[src/rtl/seed_asm_pkg.sv]
package seed_asm_pkg;
  typedef enum logic [1:0] {
    ST_IDLE = 2'd0,
    ST_READ = 2'd1,
    ST_CRC  = 2'd2
  } state_e;
endpackage

[src/rtl/seed_asm_order.sv]
// Maps read position to channel index: entry (pos - rot) mod n.
module seed_asm_order #(
  parameter int SEQ_LEN = 7,
  parameter int IDX_W   = 4,
  parameter int POS_W   = 3
) (
  input  logic [SEQ_LEN*IDX_W-1:0] list_i,
  input  logic [POS_W-1:0]         n_i,
  input  logic [POS_W-1:0]         rot_i,
  input  logic [POS_W-1:0]         pos_i,
  output logic [IDX_W-1:0]         ch_o
);
  logic [POS_W:0] sum;
  logic [POS_W:0] ent;

  always_comb begin
    sum = {1'b0, pos_i} + {1'b0, n_i} - {1'b0, rot_i};
    ent = (sum >= {1'b0, n_i}) ? sum - {1'b0, n_i} : sum;
  end

  always_comb begin
    ch_o = '0;
    for (int k = 0; k < SEQ_LEN; k++) begin
      if (ent == (POS_W+1)'(k)) ch_o = list_i[k*IDX_W +: IDX_W];
    end
  end
endmodule

[src/rtl/seed_asm_shreg.sv]
// Seed register: shifts one code in per read, exposes a bit for the CRC.
module seed_asm_shreg #(
  parameter int SEQ_LEN = 7,
  parameter int CODE_W  = 7,
  localparam int SEED_W = SEQ_LEN * CODE_W,
  localparam int BIT_W  = $clog2(SEED_W + 1)
) (
  input  logic              clk_i,
  input  logic              rst_ni,
  input  logic              clr_i,
  input  logic              shift_i,
  input  logic [CODE_W-1:0] code_i,
  input  logic [BIT_W-1:0]  bit_sel_i,
  output logic [SEED_W-1:0] seed_o,
  output logic              bit_o
);
  logic [SEED_W-1:0] seed_q;

  always_ff @(posedge clk_i or negedge rst_ni) begin
    if (!rst_ni)      seed_q <= '0;
    else if (clr_i)   seed_q <= '0;
    else if (shift_i) seed_q <= {seed_q[SEED_W-CODE_W-1:0], code_i};
  end

  assign seed_o = seed_q;
  assign bit_o  = seed_q[bit_sel_i];
endmodule

[src/rtl/seed_asm_crc.sv]
// Serial CRC, MSB first, zero initial value.
module seed_asm_crc #(
  parameter int               CRC_W = 3,
  parameter logic [CRC_W-1:0] POLY  = 3'b011
) (
  input  logic             clk_i,
  input  logic             rst_ni,
  input  logic             clr_i,
  input  logic             en_i,
  input  logic             bit_i,
  output logic [CRC_W-1:0] crc_o
);
  logic [CRC_W-1:0] crc_q;
  logic             fb;

  assign fb = crc_q[CRC_W-1] ^ bit_i;

  always_ff @(posedge clk_i or negedge rst_ni) begin
    if (!rst_ni)    crc_q <= '0;
    else if (clr_i) crc_q <= '0;
    else if (en_i)  crc_q <= (crc_q << 1) ^ ({CRC_W{fb}} & POLY);
  end

  assign crc_o = crc_q;
endmodule

[src/rtl/seed_asm.sv]
module seed_asm
  import seed_asm_pkg::*;
#(
  parameter int               NUM_CH   = 16,
  parameter int               SEQ_LEN  = 7,
  parameter int               CODE_W   = 7,
  parameter int               CRC_W    = 3,
  parameter logic [CRC_W-1:0] CRC_POLY = 3'b011,
  localparam int IDX_W  = (NUM_CH > 1) ? $clog2(NUM_CH) : 1,
  localparam int ROT_W  = (SEQ_LEN > 1) ? $clog2(SEQ_LEN) : 1,
  localparam int SEED_W = SEQ_LEN * CODE_W
) (
  input  logic                     clk_i,
  input  logic                     rst_ni,
  input  logic                     start_i,
  input  logic                     short_i,
  input  logic [ROT_W-1:0]         rot_i,
  input  logic [SEQ_LEN*IDX_W-1:0] idx_list_i,
  output logic                     rd_en_o,
  output logic [IDX_W-1:0]         rd_ch_o,
  input  logic [CODE_W-1:0]        code_i,
  input  logic [CRC_W-1:0]         peer_crc_i,
  output logic [SEED_W-1:0]        seed_o,
  output logic [CRC_W-1:0]         crc_o,
  output logic                     done_o,
  output logic                     match_o
);
  localparam int POS_W      = $clog2(SEQ_LEN + 1);
  localparam int BIT_W      = $clog2(SEED_W + 1);
  localparam int BITS_FULL  = SEQ_LEN * CODE_W;
  localparam int BITS_SHORT = (SEQ_LEN - 1) * CODE_W;

  state_e                   state_q;
  logic [POS_W-1:0]         pos_q;
  logic [BIT_W-1:0]         cnt_q;
  logic                     done_q;
  logic                     short_q;
  logic [POS_W-1:0]         rot_q;
  logic [SEQ_LEN*IDX_W-1:0] list_q;

  logic [POS_W-1:0] n_in, n_q, rot_ext, rot_mod;
  logic             accept;
  logic             crc_bit;
  logic [CRC_W-1:0] crc_w;

  assign n_in    = short_i ? POS_W'(SEQ_LEN - 1) : POS_W'(SEQ_LEN);
  assign n_q     = short_q ? POS_W'(SEQ_LEN - 1) : POS_W'(SEQ_LEN);
  assign rot_ext = POS_W'(rot_i);
  // rot_i < 2^ROT_W <= 2*(SEQ_LEN-1), so one subtraction reduces it mod n
  assign rot_mod = (rot_ext >= n_in) ? rot_ext - n_in : rot_ext;
  assign accept  = (state_q == ST_IDLE) && start_i;

  always_ff @(posedge clk_i or negedge rst_ni) begin
    if (!rst_ni) begin
      state_q <= ST_IDLE;
      pos_q   <= '0;
      cnt_q   <= '0;
      done_q  <= 1'b0;
      short_q <= 1'b0;
      rot_q   <= '0;
      list_q  <= '0;
    end else begin
      done_q <= 1'b0;
      unique case (state_q)
        ST_IDLE: begin
          if (start_i) begin
            list_q  <= idx_list_i;
            short_q <= short_i;
            rot_q   <= rot_mod;
            pos_q   <= '0;
            state_q <= ST_READ;
          end
        end
        ST_READ: begin
          pos_q <= pos_q + POS_W'(1);
          if (pos_q == n_q - POS_W'(1)) begin
            cnt_q   <= short_q ? BIT_W'(BITS_SHORT - 1) : BIT_W'(BITS_FULL - 1);
            state_q <= ST_CRC;
          end
        end
        ST_CRC: begin
          if (cnt_q == '0) begin
            done_q  <= 1'b1;
            state_q <= ST_IDLE;
          end else begin
            cnt_q <= cnt_q - BIT_W'(1);
          end
        end
        default: state_q <= ST_IDLE;
      endcase
    end
  end

  seed_asm_order #(
    .SEQ_LEN(SEQ_LEN),
    .IDX_W  (IDX_W),
    .POS_W  (POS_W)
  ) u_order (
    .list_i(list_q),
    .n_i   (n_q),
    .rot_i (rot_q),
    .pos_i (pos_q),
    .ch_o  (rd_ch_o)
  );

  seed_asm_shreg #(
    .SEQ_LEN(SEQ_LEN),
    .CODE_W (CODE_W)
  ) u_shreg (
    .clk_i    (clk_i),
    .rst_ni   (rst_ni),
    .clr_i    (accept),
    .shift_i  (state_q == ST_READ),
    .code_i   (code_i),
    .bit_sel_i(cnt_q),
    .seed_o   (seed_o),
    .bit_o    (crc_bit)
  );

  seed_asm_crc #(
    .CRC_W(CRC_W),
    .POLY (CRC_POLY)
  ) u_crc (
    .clk_i (clk_i),
    .rst_ni(rst_ni),
    .clr_i (accept),
    .en_i  (state_q == ST_CRC),
    .bit_i (crc_bit),
    .crc_o (crc_w)
  );

  assign rd_en_o = (state_q == ST_READ);
  assign crc_o   = crc_w;
  assign done_o  = done_q;
  assign match_o = done_q && (crc_w == peer_crc_i);
endmodule

[config.mk]
export PLATFORM = sky130hd
export DESIGN_NAME = seed_asm
export DESIGN_NICKNAME = d
export VERILOG_FILES = /design/src/rtl/seed_asm_pkg.sv /design/src/rtl/seed_asm_order.sv /design/src/rtl/seed_asm_shreg.sv /design/src/rtl/seed_asm_crc.sv /design/src/rtl/seed_asm.sv
export SDC_FILE = /design/constraint.sdc
export NUM_CORES = 1
export LEC_CHECK = 0
export BUFFER_PORTS_ARGS = -buffer_cell sky130_fd_sc_hd__buf_2
export CORE_UTILIZATION = 55
export CTS_CLUSTER_DIAMETER = 30
export DETAILED_ROUTE_END_ITERATION = 7
export MAX_ROUTING_LAYER = met4
export PLACE_DENSITY = 0.86
export SETUP_SLACK_MARGIN = 0.2
export SLEW_MARGIN = 20
export SYNTH_ARGS = -nofsm -noshare
export SYNTH_HDL_FRONTEND = slang
export SYNTH_SLANG_ARGS = --single-unit
[constraint.sdc]
create_clock -name clk_i -period 4.22 [get_ports clk_i]
set_clock_uncertainty 0.2 [all_clocks]
set_input_delay 0.844 -clock clk_i [delete_from_list [all_inputs] [get_ports clk_i]]
set_output_delay 0.844 -clock clk_i [all_outputs]
set_load 0.005 [all_outputs]
==> results of run 1 <==
==> cell type report <==
cell class                      instances  area share
Tap cell                              108      0.0220
Clock buffer                           10      0.0224
Multi-Input combinational cell        431       0.422
Sequential cell                        96       0.391
Inverter                               21      0.0132
Clock inverter                          5     0.00652
Timing Repair Buffer                  128       0.123
==> cells in the final DEF (no fill, tap or decap), types with 6 or more instances in the layout <==
cell type  synthesis  final
a21oi_1           13     12
buf_2              2    102
buf_4              3     22
clkbuf_8           0     10
dfrtp_1           96     96
ha_1              12     10
inv_1             21     18
mux2i_1           18     14
mux4_2             9      9
nand2_1          208    208
nand2b_1           7      6
nand3_1            8      8
nor2_1            12     11
nor3_1             9      8
o21ai_0           60     60
==> flip-flops by register name, indices dropped and copies added, names as in the netlist <==
register,flops
rot_q,3
short_q,1
list_q,28
cnt_q,6
u_crc.crc_o,3
state_q,2
u_shreg.seed_o,49
done_o,1
pos_q,3
==> critical path, stage by stage, from the launching register on <==
cell     delay (ns)
dfrtp_1        0.39
ha_1           0.29
inv_1          0.07
ha_2           0.18
inv_2          0.04
fa_2           0.55
inv_2          0.06
ha_4           0.17
inv_4          0.06
a21oi_2        0.05
o31ai_2        0.22
o31a_1         0.21
buf_4          0.13
buf_12         0.12
mux2i_1        0.26
o22ai_1        0.11
o22a_1         0.21
buf_2          0.12
==> report_power, final <==
part	internal [mW]	total, mW	switching, mW
Combinational	0.0900	0.169	0.0792
Clock	0.232	0.569	0.337
Sequential	0.958	1.01	0.0490
==> kinds of logic after synthesis <==
kind of cell             count (synthesis)
AO/OA/AOI/OAI                          115
buffers and inverters                   55
XOR/XNOR                                11
multiplexers                            30
AND/OR/NAND/NOR                        262
flip-flops                              96
adder cells (fa/ha/maj)                 13
==> metal layers <==
| metal | up-vias | part of all wire | GRT usage |
|---|---|---|---|
| li1 | 2159 | - | - |
| met1 | 2312 | 0.44 | 0.404 |
| met2 | 209 | 0.48 | 0.432 |
| met3 | 31 | 0.062 | 0.0426 |
| met4 | 0 | 0.021 | 0.106 |
| met5 | - | 0 | - |
==> metrics by stage <==
step                      instance area, um^2  std cells
after floorplan                          5150        582
after global routing                     6140        799
after global placement                   5750        770
final                                    6140        799
after CTS                                6070        797
after detailed placement                 5750        770
==> worst max-delay path by stage <==
stage | cells past startpoint | start | slack, ns | endpoint
after floorplan | 15 | short_q | 0.20 | rd_ch_o[1]
after global placement | 16 | rot_q[0] | 0.07 | rd_ch_o[1]
after detailed placement | 16 | rot_q[0] | -0.07 | rd_ch_o[1]
after CTS | 17 | rot_q[0] | -0.29 | rd_ch_o[1]
after global routing | 17 | rot_q[0] | -0.60 | rd_ch_o[1]
final | 17 | rot_q[0] | -0.40 | rd_ch_o[1]
==> what timing repair did <==
item                                    CTS  global route
setup buffers                            11             2
resized for setup                         9            11
pin swaps                                10             1
gates cloned                              1             0
endpoints found under the setup margin    4             4
==> results.md, run 1 <==
* Status: complete, but fails checks
* Violated checks: setup timing
* Synth Flop Type: dfrtp_1
* Reg area at 2400 um^2
* Final hold vios at 0
* Number of I/O pins at approximately 100
* Worst r2r path cells at 7
* Max_slew headroom at 0.346
* Max-capacitance violation count at 0
* Reg clk slew, reported paths at about 0.1 ns
* Sequential share of the synthesized area at 0.468
* Core Rows at 34
* N_diodes at 0
* Clk root buf: clkbuf_8
* Hold Startpoint: list_q[0]
* Leak at between 3 and 4 nW
* Synth Register Bits at 96
* Unrepaired setup endpoints after global routing: yes
* Transition time of the tightest slew-check pin at approximately 0.98 ns
* GRT overflow at 0
* Routed WL per cell at ~17 um
* Detail Placement HPWL at 8.56 mm
* DIE WIDTH at between 90 and 100 um
* RePlAce Congestion at 0.983
* Yosys warning total at 0
* CTS Hold Bufs at 0
* Max-slew violation count at 0
* Peak Freq at 216 MHz
* Post-synthesis cell area at 5130 um^2
* Startpoint types: register
* Syn Area/Cell at slightly below 9 um^2
* Area taken by multi-input logic gates at ~2600 um^2
* Die span in y at about 100 um
* R2r setup slk at between 1 and 1.5 ns
* I/O Buffers at 103
* Mux contribution to synthesized area at 0.0811
* Share of cells above drive strength 1 at 0.271
* Final-report setup violation count at 4
* Fin util at 0.691
* Remaining antenna violation count at 0
* WHS Endpoint: list_q[0]
* Xor/xnor cell area share of the yosys netlist at 0.0202
* Area growth, synth to finish at 19.6%
* Largest net degree at the start of global routing at 79
* Initial Util at 0.578
* Synth async-reset ratio at 1.00
* Core Region at between 8000 and 9000 um^2
* Global-route wire length before repair at roughly 22 mm
* Main combinational cell family by area after synthesis: simple AND/OR/NAND/NOR gates
* All-Layer GR Usage at 0.289
* DRC viols at 0
* Final nets at roughly 750
* RR Startpoint: cnt_q[0]
* Pwr Total at between 1.5 and 2 mW
* CP Capture Type: output port
* Worst VDD drop at ~0.19 mV
* CTS tree: done
* Top-count cell post-synth: nand2_1
* Drt initial violations at 350
* CTS Sinks at 96
* Synth cell count leaders: 208 x nand2_1, 96 x dfrtp_1, 60 x o21ai_0
* Filler instances at approximately 670
* Routed WL at roughly 13 mm
* CP Max Fanout at 5
* Vias in the first global route at 4,529
* Pwr per Cell Area at 284 nW/um^2
* Die Area at 9730 um^2
* Clock buffer depth at 2
* Worst Hold Depth at 2
* Worst r2r dst: u_crc.crc_o[1]
* Antenna violations before repair at 0
* H-tree levels at 3
* Adder-cell share of the synthesized area at 0.0331
* Post-Syn Nets at between 600 and 700
* Hold_ws at around 0.29 ns
* DRT Pass-1 Iters at 6
* Fin crit share at 1.10
* Syn Inst Count at 582
* Critical path class: reg -> out
* CP arrival at about 3.6 ns
* Share of the synthesized area in the top cell type at 0.468
* Synth Area in Compound Gates at 0.143
* Number of synthesized flops with an enable pin at 0
* CTS Buf Count at 9
* Place WS at -0.0723 ns
* Top cells by area, synth: dfrtp_1 47%, nand2_1 15%, o21ai_0 5.8%
* Fin crit period at 4.62 ns
* Hold WC Path Type: reg -> reg
* Post-synth top area cell: dfrtp_1
* Via/cell ratio at 5.90
* Vias at 4,711
* Final WS setup at -0.405 ns
* Post-synthesis simple-gate area fraction at 0.209
* Cell variety after synth at just over 60
* Critical path data required time at ~3.2 ns
* Setup TNS at -1.43 ns
* Worst-Skew Late Latency at roughly 0.37 ns
(Power assumes the default switching activity.)
==> inputs of run 2 (changes only) <==
--- a/config.mk
+++ b/config.mk
@@ -6,11 +6,13 @@
 export NUM_CORES = 1
 export LEC_CHECK = 0
 export BUFFER_PORTS_ARGS = -buffer_cell sky130_fd_sc_hd__buf_2
-export CORE_UTILIZATION = 55
+export CORE_UTILIZATION = 57
+export CTS_BUF_LIST = sky130_fd_sc_hd__clkbuf_8
 export CTS_CLUSTER_DIAMETER = 30
 export DETAILED_ROUTE_END_ITERATION = 7
 export MAX_ROUTING_LAYER = met4
-export PLACE_DENSITY = 0.86
+export PLACE_DENSITY_LB_ADDON = 0.12
+export RECOVER_POWER = 25
 export SETUP_SLACK_MARGIN = 0.2
 export SLEW_MARGIN = 20
 export SYNTH_ARGS = -nofsm -noshare
==> results.md, run 2 (synthesized netlist as in run 1, its figures left out) <==
* Status: complete, but fails checks
* Violated checks: capacitance limit, slew limit, setup timing
* CTS Buf Count at 9 (unchanged)
* CP Max Fanout at 4 (-1)
* Routed WL per cell at 15.4 um (-8.6%)
* Critical path data required time at 3.18 ns (about the same)
* Core Rows at 34 (unchanged)
* Vias in the first global route at 4,275 (-5.6%)
* Setup TNS at -1.33 ns (+0.0936 ns)
* Fin crit period at 4.56 ns (-0.0638 ns)
* Critical path class: reg -> out
* Place WS at -0.0884 ns (-0.0161 ns)
* Hold WC Path Type: reg -> reg
* Worst r2r path cells at 7 (unchanged)
* RR Startpoint: cnt_q[0]
* Drt initial violations at 232 (-34%)
* Initial Util at 0.589 (+0.0113)
* Final Non-Filler Cells at 800 (+0.13%)
* Number of I/O pins at 104 (unchanged)
* Final WS setup at -0.341 ns (+0.0638 ns)
* Unrepaired setup endpoints after global routing: yes
* Pwr Total at 1.80 mW (+3.1%)
* Area growth, synth to finish at 18.7%
* Max-capacitance violation count at 1 (+1)
* Clk root buf: clkbuf_8
* RePlAce Congestion at 0.862 (-12%)
* Peak Freq at 219 MHz (+1.4%)
* H-tree levels at 3 (unchanged)
* DRT Pass-1 Iters at 5 (-1)
* Worst r2r dst: u_crc.crc_o[1]
* Share of cells above drive strength 1 at 0.262 (-0.00906)
* Worst Hold Depth at 1 (-1)
* Vias at 4,468 (-5.2%)
* Commonest non-fill, non-tap cells in the layout: 207 x nand2_1, 102 x buf_2, 96 x dfrtp_1, 60 x o21ai_0, 23 x buf_4
* R2r setup slk at 1.44 ns (about the same)
* CP Capture Type: output port
* Final hold vios at 0 (unchanged)
* Final-report setup violation count at 4 (unchanged)
* N_diodes at 0 (unchanged)
* Transition time of the tightest slew-check pin at 1.82 ns (+0.841 ns)
* Startpoint types: register
* Worst-Skew Late Latency at 0.37 ns (about the same)
* GRT overflow at 0 (unchanged)
* All-Layer GR Usage at 0.281 (-0.00770)
* Antenna violations before repair at 0 (unchanged)
* Via/cell ratio at 5.59 (-5.3%)
* Core Region at 8720 um^2 (-1.9%)
* Remaining antenna violation count at 0 (unchanged)
* Hold Startpoint: pos_q[2]
* Commonest non-fill, non-tap cell in the layout: nand2_1
* DIE WIDTH at 96.9 um (-1.7%)
* CP arrival at 3.52 ns (-0.06 ns)
* Die Area at 9390 um^2 (-3.4%)
* Max reg flops at 49 (unchanged)
* Pwr per Cell Area at 295 nW/um^2 (+3.8%)
* Largest net degree at the start of global routing at 73 (-7.6%)
* Fin crit share at 1.08 (-0.0151)
* Global-route wire length before repair at 20.7 mm (-5.4%)
* Placed instance count at 774 (+0.52%)
* WHS Endpoint: pos_q[2]
* Leak at 3.18 nW (+1.3%)
* Routed WL at 12.3 mm (-8.5%)
* CTS Sinks at 96 (unchanged)
* Fin util at 0.699 (+0.00817)
* Detail Placement HPWL at 8.37 mm (-2.2%)
* Final nets at 745 (unchanged)
* DRC viols at 0 (unchanged)
* Reg clk slew, reported paths at 0.09 ns (about the same)
* Worst VDD drop at 0.230 mV (+24%)
* Max_slew headroom at -0.215 (-0.561)
* Die span in y at 96.9 um (-1.7%)
* Clock buffer depth at 2 (unchanged)
* CTS tree: done
* Max-slew violation count at 73 (+73)
* I/O Buffers at 103 (unchanged)
-- run 2: through the flow --
stage / instance area, um^2 / hold slack (ns)
2_1_floorplan: 5150 / 0.238
3_3_place_gp: 5760 / 0.265
3_5_place_dp: 5760 / 0.267
4_1_cts: 6030 / 0.291
5_1_grt: 6100 / 0.313
6_report: 6100 / 0.292
-- run 2: worst max path at each step --
stage                  start         end  slack (ns)
finish              rot_q[0]  rd_ch_o[1]       -0.34
global route        rot_q[0]  rd_ch_o[1]       -0.53
CTS                 rot_q[0]  rd_ch_o[1]       -0.31
detailed placement   short_q  rd_ch_o[2]       -0.09
global placement     short_q  rd_ch_o[3]        0.05
floorplan            short_q  rd_ch_o[1]        0.20
-- run 2: layer usage --
metal / wire length (um) / global-route usage / up-vias
met5: 0 / - / -
met2: 5610 / 0.406 / 143
met1: 5970 / 0.415 / 2147
met4: 113 / 0.0574 / 0
met3: 621 / 0.0549 / 12
li1: - / - / 2166
-- run 2: worst max-delay path, stage by stage (launching register included) --
cell and delay [ns]:
dfrtp_1 0.39, ha_1 0.29, inv_1 0.06, ha_2 0.17, inv_2 0.04, fa_1 0.58, inv_2 0.06, ha_4 0.17
inv_4 0.07, a21oi_2 0.06, o31ai_4 0.25, o31a_1 0.26, buf_6 0.13, mux2i_1 0.20, o22ai_1 0.10, o22a_1 0.21
buf_2 0.13
-- run 2: power breakdown --
part / leakage, nW / switching (mW) / internal, mW
Combinational: 1.89 / 0.0782 / 0.0897
Sequential: 1.18 / 0.0484 / 0.958
Clock: 0.104 / 0.331 / 0.293
-- run 2: area by class of cell --
class                   instances  area (um^2)
flip-flops and latches         96         2400
well taps                     108          135
clock inverters                 6         67.6
clock buffers                  10          138
multi-input cells             431         2560
inverters                      21         81.3
repair buffers                128          711
fillers                       697         2630
-- run 2: what timing repair did --
| action | CTS | global route |
|---|---|---|
| buffers inserted | 6 | 4 |
| setup endpoints to repair | 4 | 4 |
| resized for setup | 6 | 7 |
| cloned | 0 | 0 |
| pin swaps | 6 | 7 |
| hold buffers | 0 | 0 |
